File: config.mk
export PLATFORM = sky130hd
export DESIGN_NAME = prio_irq_ctrl
export DESIGN_NICKNAME = d
export VERILOG_FILES = /design/src/rtl/pic_pkg.sv /design/src/rtl/pic_sync.sv /design/src/rtl/pic_pend.sv /design/src/rtl/pic_arb.sv /design/src/rtl/prio_irq_ctrl.sv
export SDC_FILE = /design/constraint.sdc
export NUM_CORES = 1
export LEC_CHECK = 0
export BUFFER_PORTS_ARGS = -buffer_cell sky130_fd_sc_hd__buf_2
export CORE_UTILIZATION = 58
export CTS_BUF_LIST = sky130_fd_sc_hd__clkbuf_8
export DETAILED_ROUTE_END_ITERATION = 8
export PLACE_DENSITY = 0.82
export SETUP_SLACK_MARGIN = 0.05
export SLEW_MARGIN = 20
export SYNTH_ARGS = -nofsm -noshare
export SYNTH_HDL_FRONTEND = slang
export SYNTH_SLANG_ARGS = --single-unit
File: constraint.sdc
create_clock -name clk -period 38.5 [get_ports clk]
set_clock_uncertainty 0.05 [all_clocks]
set_input_delay 5.775 -clock clk [delete_from_list [all_inputs] [get_ports clk]]
set_output_delay 5.775 -clock clk [all_outputs]
set_load 0.005 [all_outputs]
File: src/rtl/pic_pkg.sv
package pic_pkg;

    typedef enum logic [1:0] {
        ST_IDLE   = 2'd0,
        ST_POST   = 2'd1,
        ST_RETIRE = 2'd2
    } pic_state_e;

endpackage

File: src/rtl/pic_sync.sv
module pic_sync #(
    parameter int   W       = 1,
    parameter int   STAGES  = 2,
    parameter logic RST_VAL = 1'b1
) (
    input  logic         clk,
    input  logic         rst_n,
    input  logic [W-1:0] d,
    output logic [W-1:0] q
);

    logic [STAGES-1:0][W-1:0] chain;

    always_ff @(posedge clk or negedge rst_n) begin
        if (!rst_n) begin
            for (int k = 0; k < STAGES; k++) begin
                chain[k] <= {W{RST_VAL}};
            end
        end else begin
            chain[0] <= d;
            for (int k = 1; k < STAGES; k++) begin
                chain[k] <= chain[k-1];
            end
        end
    end

    assign q = chain[STAGES-1];

endmodule

File: src/rtl/pic_pend.sv
module pic_pend #(
    parameter int N_PIN = 8,
    parameter int N_TMR = 2
) (
    input  logic             clk,
    input  logic             rst_n,
    input  logic             ded_mode,
    input  logic [N_PIN-1:0] pin_s,
    input  logic [N_PIN-1:0] pin_edge,
    input  logic [N_TMR-1:0] tmr_req,
    input  logic             nmi_s,
    input  logic [N_PIN-1:0] clr_pin,
    input  logic [N_TMR-1:0] clr_tmr,
    input  logic             clr_nmi,
    output logic [N_PIN-1:0] pin_act,
    output logic [N_PIN-1:0] pin_prev,
    output logic [N_TMR-1:0] tmr_pend,
    output logic             nmi_pend
);

    logic [N_PIN-1:0] edge_pend;
    logic [N_PIN-1:0] fall;
    logic             nmi_prev;
    logic             nmi_fall;

    always_ff @(posedge clk or negedge rst_n) begin
        if (!rst_n) begin
            pin_prev <= '1;
            nmi_prev <= 1'b1;
        end else begin
            pin_prev <= pin_s;
            nmi_prev <= nmi_s;
        end
    end

    assign fall     = pin_prev & ~pin_s;
    assign nmi_fall = nmi_prev & ~nmi_s;

    generate
        for (genvar i = 0; i < N_PIN; i++) begin : g_pin
            always_ff @(posedge clk or negedge rst_n) begin
                if (!rst_n) begin
                    edge_pend[i] <= 1'b0;
                end else begin
                    edge_pend[i] <= ded_mode & pin_edge[i] &
                                    ((edge_pend[i] & ~clr_pin[i]) | fall[i]);
                end
            end

            assign pin_act[i] = pin_edge[i] ? edge_pend[i] : (ded_mode & ~pin_s[i]);

            a_r2_edge_capture: assert property (@(posedge clk) disable iff (!rst_n)
                (ded_mode && pin_edge[i] && fall[i]) |=> edge_pend[i]);
        end

        for (genvar j = 0; j < N_TMR; j++) begin : g_tmr
            always_ff @(posedge clk or negedge rst_n) begin
                if (!rst_n) begin
                    tmr_pend[j] <= 1'b0;
                end else begin
                    tmr_pend[j] <= (tmr_pend[j] & ~clr_tmr[j]) | tmr_req[j];
                end
            end

            a_r8_tmr_capture: assert property (@(posedge clk) disable iff (!rst_n)
                tmr_req[j] |=> tmr_pend[j]);
        end
    endgenerate

    always_ff @(posedge clk or negedge rst_n) begin
        if (!rst_n) begin
            nmi_pend <= 1'b0;
        end else begin
            nmi_pend <= (nmi_pend & ~clr_nmi) | nmi_fall;
        end
    end

    a_r9_nmi_capture: assert property (@(posedge clk) disable iff (!rst_n)
        nmi_fall |=> nmi_pend);

endmodule

File: src/rtl/pic_arb.sv
module pic_arb #(
    parameter int          N_PIN   = 8,
    parameter int          N_TMR   = 2,
    parameter int          VW      = 8,
    parameter int          PW      = 5,
    parameter int          VEC_MIN = 16,
    parameter logic [7:0]  NMI_VEC = 8'd248,
    localparam int         N_SRC   = N_PIN + N_TMR + 1,
    localparam int         SW      = $clog2(N_SRC + 1)
) (
    input  logic                        ded_mode,
    input  logic [N_PIN-1:0]            pin_act,
    input  logic [N_PIN-1:0]            pin_mask,
    input  logic [N_PIN-1:0][VW-1:0]    pin_vec,
    input  logic [N_TMR-1:0]            tmr_pend,
    input  logic [N_TMR-1:0][VW-1:0]    tmr_vec,
    input  logic [VW-1:0]               port_now,
    input  logic [VW-1:0]               port_prev,
    input  logic [PW-1:0]               proc_prio,
    input  logic                        nmi_pend,
    output logic                        sel_valid,
    output logic [VW-1:0]               sel_vec,
    output logic [SW-1:0]               sel_src,
    output logic                        sel_nmi
);

    localparam int PORT_IDX = N_SRC - 1;

    logic [N_SRC-1:0]          cand_ok;
    logic [N_SRC-1:0][VW-1:0]  cand_vec;
    logic [N_SRC-1:0]          elig;

    generate
        for (genvar i = 0; i < N_PIN; i++) begin : g_pin_cand
            assign cand_ok[i]  = ded_mode & pin_act[i] & ~pin_mask[i];
            assign cand_vec[i] = pin_vec[i];
        end
        for (genvar j = 0; j < N_TMR; j++) begin : g_tmr_cand
            assign cand_ok[N_PIN+j]  = tmr_pend[j];
            assign cand_vec[N_PIN+j] = tmr_vec[j];
        end
        for (genvar s = 0; s < N_SRC; s++) begin : g_elig
            assign elig[s] = cand_ok[s] &&
                             (int'(cand_vec[s]) >= VEC_MIN) &&
                             (cand_vec[s][VW-1 -: PW] > proc_prio);
        end
    endgenerate

    assign cand_ok[PORT_IDX]  = ~ded_mode & (port_now == port_prev);
    assign cand_vec[PORT_IDX] = port_now;

    always_comb begin
        logic [PW-1:0] best_prio;
        sel_valid = 1'b0;
        sel_vec   = '0;
        sel_src   = '0;
        sel_nmi   = 1'b0;
        best_prio = '0;
        for (int s = 0; s < N_SRC; s++) begin
            if (elig[s] && (!sel_valid || cand_vec[s][VW-1 -: PW] > best_prio)) begin
                sel_valid = 1'b1;
                sel_vec   = cand_vec[s];
                sel_src   = SW'(s);
                best_prio = cand_vec[s][VW-1 -: PW];
            end
        end
        if (nmi_pend) begin
            sel_valid = 1'b1;
            sel_vec   = VW'(NMI_VEC);
            sel_src   = SW'(N_SRC);
            sel_nmi   = 1'b1;
        end
    end

endmodule

File: src/rtl/prio_irq_ctrl.sv
module prio_irq_ctrl
    import pic_pkg::*;
#(
    parameter int         N_PIN   = 8,
    parameter int         N_TMR   = 2,
    parameter int         VW      = 8,
    parameter int         PW      = 5,
    parameter int         SYNC    = 2,
    parameter int         VEC_MIN = 16,
    parameter logic [7:0] NMI_VEC = 8'd248
) (
    input  logic                      clk,
    input  logic                      rst_n,
    input  logic                      port_vec_mode,
    input  logic [N_PIN-1:0]          xint_n,
    input  logic                      nmi_n,
    input  logic [N_TMR-1:0]          tmr_req,
    input  logic [N_PIN-1:0]          pin_mask,
    input  logic [N_PIN-1:0]          pin_edge,
    input  logic [N_PIN-1:0][VW-1:0]  pin_vec,
    input  logic [N_TMR-1:0][VW-1:0]  tmr_vec,
    input  logic [PW-1:0]             run_prio,
    input  logic                      irq_ack,
    output logic                      irq_req,
    output logic [VW-1:0]             irq_vec
);

    localparam int N_SRC = N_PIN + N_TMR + 1;
    localparam int SW    = $clog2(N_SRC + 1);

    logic [N_PIN-1:0] pin_s;
    logic             nmi_s;
    logic [N_PIN-1:0] pin_act;
    logic [N_PIN-1:0] pin_prev;
    logic [N_TMR-1:0] tmr_pend;
    logic             nmi_pend;
    logic [N_PIN-1:0] clr_pin;
    logic [N_TMR-1:0] clr_tmr;
    logic             clr_nmi;
    logic             ded_mode;

    logic             sel_valid;
    logic [VW-1:0]    sel_vec;
    logic [SW-1:0]    sel_src;
    logic             sel_nmi;

    pic_state_e       state, state_nx;
    logic [SW-1:0]    held_src;
    logic             held_nmi;
    logic [VW-1:0]    held_vec;
    logic             retire;

    assign ded_mode = ~port_vec_mode;

    pic_sync #(.W(N_PIN), .STAGES(SYNC), .RST_VAL(1'b1)) u_pin_sync (
        .clk   (clk),
        .rst_n (rst_n),
        .d     (xint_n),
        .q     (pin_s)
    );

    pic_sync #(.W(1), .STAGES(SYNC), .RST_VAL(1'b1)) u_nmi_sync (
        .clk   (clk),
        .rst_n (rst_n),
        .d     (nmi_n),
        .q     (nmi_s)
    );

    pic_pend #(.N_PIN(N_PIN), .N_TMR(N_TMR)) u_pend (
        .clk      (clk),
        .rst_n    (rst_n),
        .ded_mode (ded_mode),
        .pin_s    (pin_s),
        .pin_edge (pin_edge),
        .tmr_req  (tmr_req),
        .nmi_s    (nmi_s),
        .clr_pin  (clr_pin),
        .clr_tmr  (clr_tmr),
        .clr_nmi  (clr_nmi),
        .pin_act  (pin_act),
        .pin_prev (pin_prev),
        .tmr_pend (tmr_pend),
        .nmi_pend (nmi_pend)
    );

    pic_arb #(
        .N_PIN   (N_PIN),
        .N_TMR   (N_TMR),
        .VW      (VW),
        .PW      (PW),
        .VEC_MIN (VEC_MIN),
        .NMI_VEC (NMI_VEC)
    ) u_arb (
        .ded_mode  (ded_mode),
        .pin_act   (pin_act),
        .pin_mask  (pin_mask),
        .pin_vec   (pin_vec),
        .tmr_pend  (tmr_pend),
        .tmr_vec   (tmr_vec),
        .port_now  (~pin_s),
        .port_prev (~pin_prev),
        .proc_prio (run_prio),
        .nmi_pend  (nmi_pend),
        .sel_valid (sel_valid),
        .sel_vec   (sel_vec),
        .sel_src   (sel_src),
        .sel_nmi   (sel_nmi)
    );

    // State register
    always_ff @(posedge clk or negedge rst_n) begin
        if (!rst_n) begin
            state <= ST_IDLE;
        end else begin
            state <= state_nx;
        end
    end

    // Next-state decision
    always_comb begin
        state_nx = state;
        unique case (state)
            ST_IDLE:   if (sel_valid) state_nx = ST_POST;
            ST_POST:   if (irq_ack)   state_nx = ST_RETIRE;
            ST_RETIRE: state_nx = ST_IDLE;
            default:   state_nx = ST_IDLE;
        endcase
    end

    // Grant capture on the IDLE to POST transition
    always_ff @(posedge clk or negedge rst_n) begin
        if (!rst_n) begin
            held_vec <= '0;
            held_src <= '0;
            held_nmi <= 1'b0;
        end else if (state == ST_IDLE && sel_valid) begin
            held_vec <= sel_vec;
            held_src <= sel_src;
            held_nmi <= sel_nmi;
        end
    end

    // Outputs and pending clears
    always_comb begin
        irq_req = 1'b0;
        retire  = 1'b0;
        unique case (state)
            ST_IDLE:   irq_req = 1'b0;
            ST_POST: begin
                irq_req = 1'b1;
                retire  = irq_ack;
            end
            ST_RETIRE: irq_req = 1'b0;
            default:   irq_req = 1'b0;
        endcase
        for (int i = 0; i < N_PIN; i++) begin
            clr_pin[i] = retire && !held_nmi && (held_src == SW'(i));
        end
        for (int j = 0; j < N_TMR; j++) begin
            clr_tmr[j] = retire && !held_nmi && (held_src == SW'(N_PIN + j));
        end
        clr_nmi = retire && held_nmi;
    end

    assign irq_vec = held_vec;

    a_r10_hold: assert property (@(posedge clk) disable iff (!rst_n)
        (irq_req && !irq_ack) |=> (irq_req && $stable(irq_vec)));

    a_r10_gap: assert property (@(posedge clk) disable iff (!rst_n)
        (irq_req && irq_ack) |=> !irq_req);

    a_r5_vec_floor: assert property (@(posedge clk) disable iff (!rst_n)
        irq_req |-> (int'(irq_vec) >= VEC_MIN));

    a_r5_above_run: assert property (@(posedge clk) disable iff (!rst_n)
        ($rose(irq_req) && irq_vec != VW'(NMI_VEC)) |->
            (irq_vec[VW-1 -: PW] > $past(run_prio)));

    a_r9_nmi_first: assert property (@(posedge clk) disable iff (!rst_n)
        (state == ST_IDLE && nmi_pend) |=> (irq_req && irq_vec == VW'(NMI_VEC)));

endmodule

==> flow_summary.json, run 1 <==
{
  "syn_nets": 910,
  "antenna_cells": 0,
  "setup-tns-final_ps": 0,
  "yosysUniqueCellTypes": 66,
  "maxCapViolCount": 0,
  "yosysWarnings": 0,
  "hold_buffers": 0,
  "grt_pass1_vias": 5568,
  "syn_inst": 682,
  "postRouteAntennaNets": 0,
  "ys_ff_latch": 53,
  "power_density_mw_per_mm2": 28.7,
  "final_util_pct": 68.5,
  "path_class": "in2reg",
  "hpwlAfterDp_um": 14200,
  "vdd.ir_drop.worst_mv": 0.0448,
  "max_freq_mhz": 39.0,
  "routed_wl_um": 17200,
  "antenna_found_initial": 0,
  "total_power_uw": 192,
  "die-height_um": 103,
  "place_inst": 924,
  "crit_path_top_delay_cell": "nor2_1",
  "postCtsResizedCells": 0,
  "start_util_pct": 60.0,
  "dieArea_sq_mm": 0.0105,
  "worst_ep_arrival_time_ps": 25720,
  "vias_per_cell": 6.36,
  "core_sq_mm": 0.00977,
  "finalCritPeriodShare_pct": 66.5,
  "grt_pass1_wl_um": 26600,
  "worstSkewPairLatency_ps": 300,
  "setup_viol": 0,
  "critPathLaunchType": "primary input",
  "synthToLayoutAreaGrowth_pct": 14.0,
  "boundaryPins": 125,
  "tritoncts": "done",
  "slew_viol_final": 0,
  "grt_util_all_layers_pct": 32.9,
  "clk_pin_slew_ps": 100,
  "hold_viol_final": 0,
  "syn_area_sq_mm": 0.00587,
  "grt_max_degree": 54,
  "cts_buffers": 5,
  "tightest_slew_ps": 1120,
  "fin_ws_ps": 12880,
  "crit_path_frequent_cell": "ha_1",
  "crit_path_end_kind": "flip-flop",
  "first_pass_iters": 5,
  "drc": 0,
  "preCtsSetupSlack_ps": 12760,
  "fin_nets": 1026,
  "yosysSeqAreaShare_pct": 23.2,
  "gp_congestion": 1.07,
  "path_max_fanout": 18,
  "port_buffers": 124,
  "synth_ff_type": "dfstp_2",
  "cts-root-buf": "clkbuf_8",
  "die_x_um": 103,
  "fin_crit_ps": 25620,
  "cts_max_level": 2,
  "grt_overflow": 0,
  "drt_iter0_markers": 421,
  "rsz0062_at_grt": "no",
  "vias": 5927,
  "cts_max_path_buffers": 2,
  "rows": 36,
  "synthArstFlopShare_pct": 100,
  "max_stage_delay_ps": 730,
  "run_status": "finished clean",
  "worstPathRequired_ps": 38600,
  "leakagePower_nw": 3.19,
  "synth_edf_count": 0,
  "slew_headroom_pct": 23.5,
  "avgSynthCellArea_sq_um": 8.61,
  "cts_sinks": 53,
  "instances_no_fill": 932,
  "wl_per_cell_um": 18.4,
  "cts_setup_buffers": 0,
  "hold_path_class": "reg2reg",
  "drive_gt1_share_pct": 24.7
}
[state kept, by name (all words and copies together) (netlist names)]
signal,count
u_pend.nmi_prev,1
state,2
u_nmi_sync.q,1
u_pend.pin_prev,8
irq_vec,8
u_pend.tmr_pend,2
u_pin_sync.q,8
held_src,4
held_nmi,1
u_pend.nmi_pend,1
u_pend.edge_pend,8
u_pin_sync.chain,8
u_nmi_sync.chain,1
[cell type report]
cell class / count / area, sq um
Multi-Input combinational cell: 558 / 4240
Fill cell: 793 / 3080
Sequential cell: 53 / 1360
Timing Repair Buffer: 124 / 623
Inverter: 56 / 210
Tap cell: 133 / 166
Clock buffer: 5 / 68.8
Clock inverter: 3 / 28.8
[per-stage QoR]
stage	hold slack (ps)	cell area, sq um
6_report	310	6690
3_3_place_gp	296	6590
5_1_grt	316	6690
3_5_place_dp	297	6590
4_1_cts	312	6690
2_1_floorplan	295	5870
[cells by family after synthesis]
| family | share of synthesized area, % |
|---|---|
| AND/OR/NAND/NOR | 20.7 |
| adder cells (fa/ha/maj) | 23.9 |
| AO/OA/AOI/OAI | 22.1 |
| multiplexers | 5.35 |
| buffers and inverters | 4.71 |
| flip-flops | 23.2 |
[synth_stat cells (10+ instances only)]
| master | number | share of area, % |
|---|---|---|
| and3_1 | 13 | 1.4 |
| nor2b_1 | 17 | 1.8 |
| a21o_1 | 10 | 1.3 |
| dfstp_2 | 27 | 12 |
| a21oi_1 | 50 | 4.3 |
| clkbuf_1 | 12 | 0.77 |
| mux2_2 | 15 | 2.9 |
| o21a_1 | 14 | 1.8 |
| nand3_1 | 21 | 1.8 |
| ha_1 | 112 | 24 |
| dfrtp_1 | 26 | 11 |
| nand2b_1 | 11 | 1.2 |
| mux2i_1 | 10 | 1.7 |
| o21ai_0 | 32 | 2.7 |
| nor2_1 | 54 | 3.5 |
| nand2_1 | 49 | 3.1 |
| nor3b_1 | 10 | 1.3 |
| inv_1 | 53 | 3.4 |
[routing by layer]
metal  vias to the layer above  share of wire (%)  routed length, um  global-route usage, %
met5                         -                  0                  0                      0
met4                         0                3.0                508                   13.6
met3                        42                9.1               1560                   4.07
met2                       308                 47               8000                   55.1
met1                      2792                 41               7090                   43.0
li1                       2785                  -                  -                      -
[power by group]
part	total (mW)	switching, mW	internal, mW
clock network	0.0334	0.0196	0.0138
logic	0.0857	0.0487	0.0370
registers	0.0730	0.00793	0.0651
[placed cells by master (no fill, tap or decap), drive strengths merged, types with 6 or more instances in the layout]
master and n:
buf 124, ha 112, inv 59, nor2 54, a21oi 50, nand2 49, o21ai 33, dfstp 27
dfrtp 26, nand3 21, mux2 18, nor2b 17, o21a 14, and3 14, nand2b 11, a21o 10
mux2i 10, nor3b 10, nor4 8, nor3 8, a221oi 8, or2 8, a31oi 8, a211oi 7
o211ai 7, nand4 6
[worst paths after layout]
kind | to | from | slack, ps | depth (start not counted)
setup / recovery | irq_vec[5] | run_prio[4] | 12880 | 93
hold / removal | u_pin_sync.q[3] | u_pin_sync.chain[3] | 310 | 0
setup reg to reg | irq_vec[5] | u_pin_sync.q[0] | 18360 | 90
hold reg to reg | u_pin_sync.q[3] | u_pin_sync.chain[3] | 310 | 0
max in group asynchronous | held_src[2] | rst_n | 32570 | 1
min in group asynchronous | state[0] | rst_n | 5430 | 1
[worst max-delay path, delay by kind of cell]
kind / cells / cell delay [ps]
AOI/OAI and AO/OA: 43 / 8610
and+or+nand+nor: 27 / 5610
adders and majority gates: 11 / 2890
muxes: 5 / 1880
buffers and inverters: 7 / 960
No activity file was read; power rests on OpenSTA's default activity.
==> run 2: changes to the inputs <==
Settings changed: ABC_AREA set to 1.
Clock period 38.5 ns to 24.1 ns, I/O delays scaled along.
==> flow_summary.json, run 2 <==
{
  "n_fill_cell": 923,
  "slew_viol_final": 0,
  "tritoncts": "done",
  "vias": 6116,
  "grt_pass1_vias": 5755,
  "worst_ep_arrival_time_ps": 18310,
  "synthToLayoutAreaGrowth_pct": 13.8,
  "grt_max_degree": 54,
  "cts_sinks": 53,
  "run_status": "finished clean",
  "drive_gt1_share_pct": 24.6,
  "setup_viol": 0,
  "antenna_found_initial": 0,
  "whs_ps": 310,
  "synth_edf_count": 0,
  "grt_util_all_layers_pct": 30.5,
  "die_x_um": 105,
  "wl_per_cell_um": 15.0,
  "postCtsResizedCells": 0,
  "multi_input_area_sq_mm": 0.00432,
  "hold_viol_final": 0,
  "synth.area.top_cells": "ha_1 23%, nand2_1 12%, dfstp_2 12%",
  "ys_ff_latch": 53,
  "setup-tns-final_ps": 0,
  "cts_setup_buffers": 0,
  "postRouteAntennaNets": 0,
  "regArea_sq_mm": 0.00136,
  "yosysSeqAreaShare_pct": 22.2,
  "critPathLaunchType": "primary input",
  "cts_buffers": 5,
  "gp_congestion": 0.953,
  "synth_top_cell_by_area": "ha_1",
  "finalCritPeriodShare_pct": 75.1,
  "port_buffers": 124,
  "clk_pin_slew_ps": 90,
  "hold_path_class": "reg2reg",
  "core_sq_mm": 0.0103,
  "syn_area_sq_mm": 0.00612,
  "vias_per_cell": 5.61,
  "tightest_slew_ps": 758,
  "dieArea_sq_mm": 0.0110,
  "yosys-top-cells-count": "197 x nand2_1, 112 x ha_1, 96 x inv_1",
  "leakagePower_nw": 3.78,
  "boundaryPins": 125,
  "hpwlAfterDp_um": 13500,
  "syn_nets": 1061,
  "instances_no_fill": 1091,
  "crit_path_frequent_cell": "nand2_1",
  "crit_path_top_delay_cell": "inv_1",
  "routed_wl_um": 16400,
  "yosysUniqueCellTypes": 46,
  "drc": 0,
  "path_class": "in2reg",
  "drt_iter0_markers": 385,
  "synth_most_common_cell": "nand2_1",
  "start_util_pct": 59.5,
  "first_pass_iters": 5,
  "hold_buffers": 0,
  "grt_pass1_wl_um": 27000,
  "worstSkewPairLatency_ps": 310,
  "slew_headroom_pct": 49.2,
  "fin_nets": 1182,
  "rows": 37,
  "max_stage_delay_ps": 450,
  "cts_max_level": 2,
  "grt_overflow": 0,
  "rsz0062_at_grt": "no",
  "maxCapViolCount": 0,
  "max_freq_mhz": 55.2,
  "antenna_cells": 0,
  "worstPathRequired_ps": 24300,
  "cts-root-buf": "clkbuf_8",
  "syn_inst": 833,
  "power_density_mw_per_mm2": 49.3,
  "vdd.ir_drop.worst_mv": 0.0674,
  "mostFrequentLayoutCells": "197 x nand2_1, 124 x buf_2, 112 x ha_1",
  "die-height_um": 105,
  "place_inst": 1083,
  "synthArstFlopShare_pct": 100,
  "cts_max_path_buffers": 2,
  "fin_crit_ps": 18110,
  "yosysWarnings": 0,
  "synth_ff_type": "dfstp_2",
  "avgSynthCellArea_sq_um": 7.34,
  "crit_path_end_kind": "flip-flop",
  "layout_commonest_cell": "nand2_1",
  "path_max_fanout": 19,
  "yosys.area.top_type_share_pct": 22.9
}
[run 2: cell count changes after synthesis, moves of 11 or more]
| cell | change |
|---|---|
| nand3_1 | +21 |
| o21a_1 | -14 |
| nor2b_1 | -17 |
| nand2_1 | +148 |
| and3_1 | -13 |
| mux2_2 | -15 |
| nand2_2 | +13 |
| inv_1 | +43 |
| nand2b_1 | -11 |
| nand3_2 | +22 |
| o21ai_2 | +11 |
| o21ai_1 | +18 |
[run 2: routing by layer]
| layer | track usage [%] | vias to the layer above | wire length (um) |
|---|---|---|---|
| met5 | 0 | - | 0 |
| met4 | 7.75 | 0 | 380 |
| met3 | 4.05 | 33 | 1120 |
| met2 | 53.2 | 237 | 7800 |
| met1 | 39.6 | 2766 | 7090 |
| li1 | - | 3080 | - |
[run 2: kinds of logic after synthesis]
kind of cell / after synthesis / share of synthesized area (%)
simple gates: 402 / 31.9
compound gates: 156 / 15.7
fa+ha+maj: 112 / 22.9
buf+inv: 110 / 7.16
flops: 53 / 22.2
[run 2: worst max-delay path, delay by kind of cell]
family	cells	cell delay [ps]
and+or+nand+nor	52	6260
AOI/OAI and AO/OA	33	3870
buffers and inverters	12	1370
adders and majority gates	11	3210
[run 2: stage by stage]
stage | total power, mW | util, % | instance area, sq um | worst slack [ps]
after floorplan | 0.226 | - | 6120 | 7030
after global placement | 0.275 | 66.6 | 6850 | 6510
after detailed placement | 0.281 | 66.6 | 6850 | 5860
after CTS | 0.343 | 67.8 | 6960 | 6160
after global routing | 0.371 | 67.8 | 6960 | 4570
final | 0.344 | 67.8 | 6960 | 5990
[run 2: where the power goes]
group | internal, mW | leakage (nW) | switching, mW
clock | 0.0312 | 0.0587 | 0.0296
sequential | 0.105 | 0.589 | 0.0118
combinational | 0.0638 | 3.13 | 0.102
[run 2: area by class of cell]
type / instances / share of cell area, %
Sequential cell: 53 / 19.5
Multi-Input combinational cell: 670 / 62.0
Tap cell: 136 / 2.44
Clock inverter: 3 / 0.647
Inverter: 99 / 5.34
Clock buffer: 5 / 0.988
Timing Repair Buffer: 125 / 9.02
[run 2: final timing paths]
kind                                     startpoint             endpoint  slack [ps]  depth (start not counted)
worst max-delay path                    run_prio[4]           irq_vec[0]        5990                        108
worst min-delay path            u_pin_sync.chain[5]      u_pin_sync.q[5]         310                          0
worst max register to register      u_pin_sync.q[0]           irq_vec[0]        9810                        105
worst min register to register  u_pin_sync.chain[5]      u_pin_sync.q[5]         310                          0
max in group asynchronous                     rst_n             state[1]       20210                          2
min in group asynchronous                     rst_n  u_pend.edge_pend[1]        3360                          2
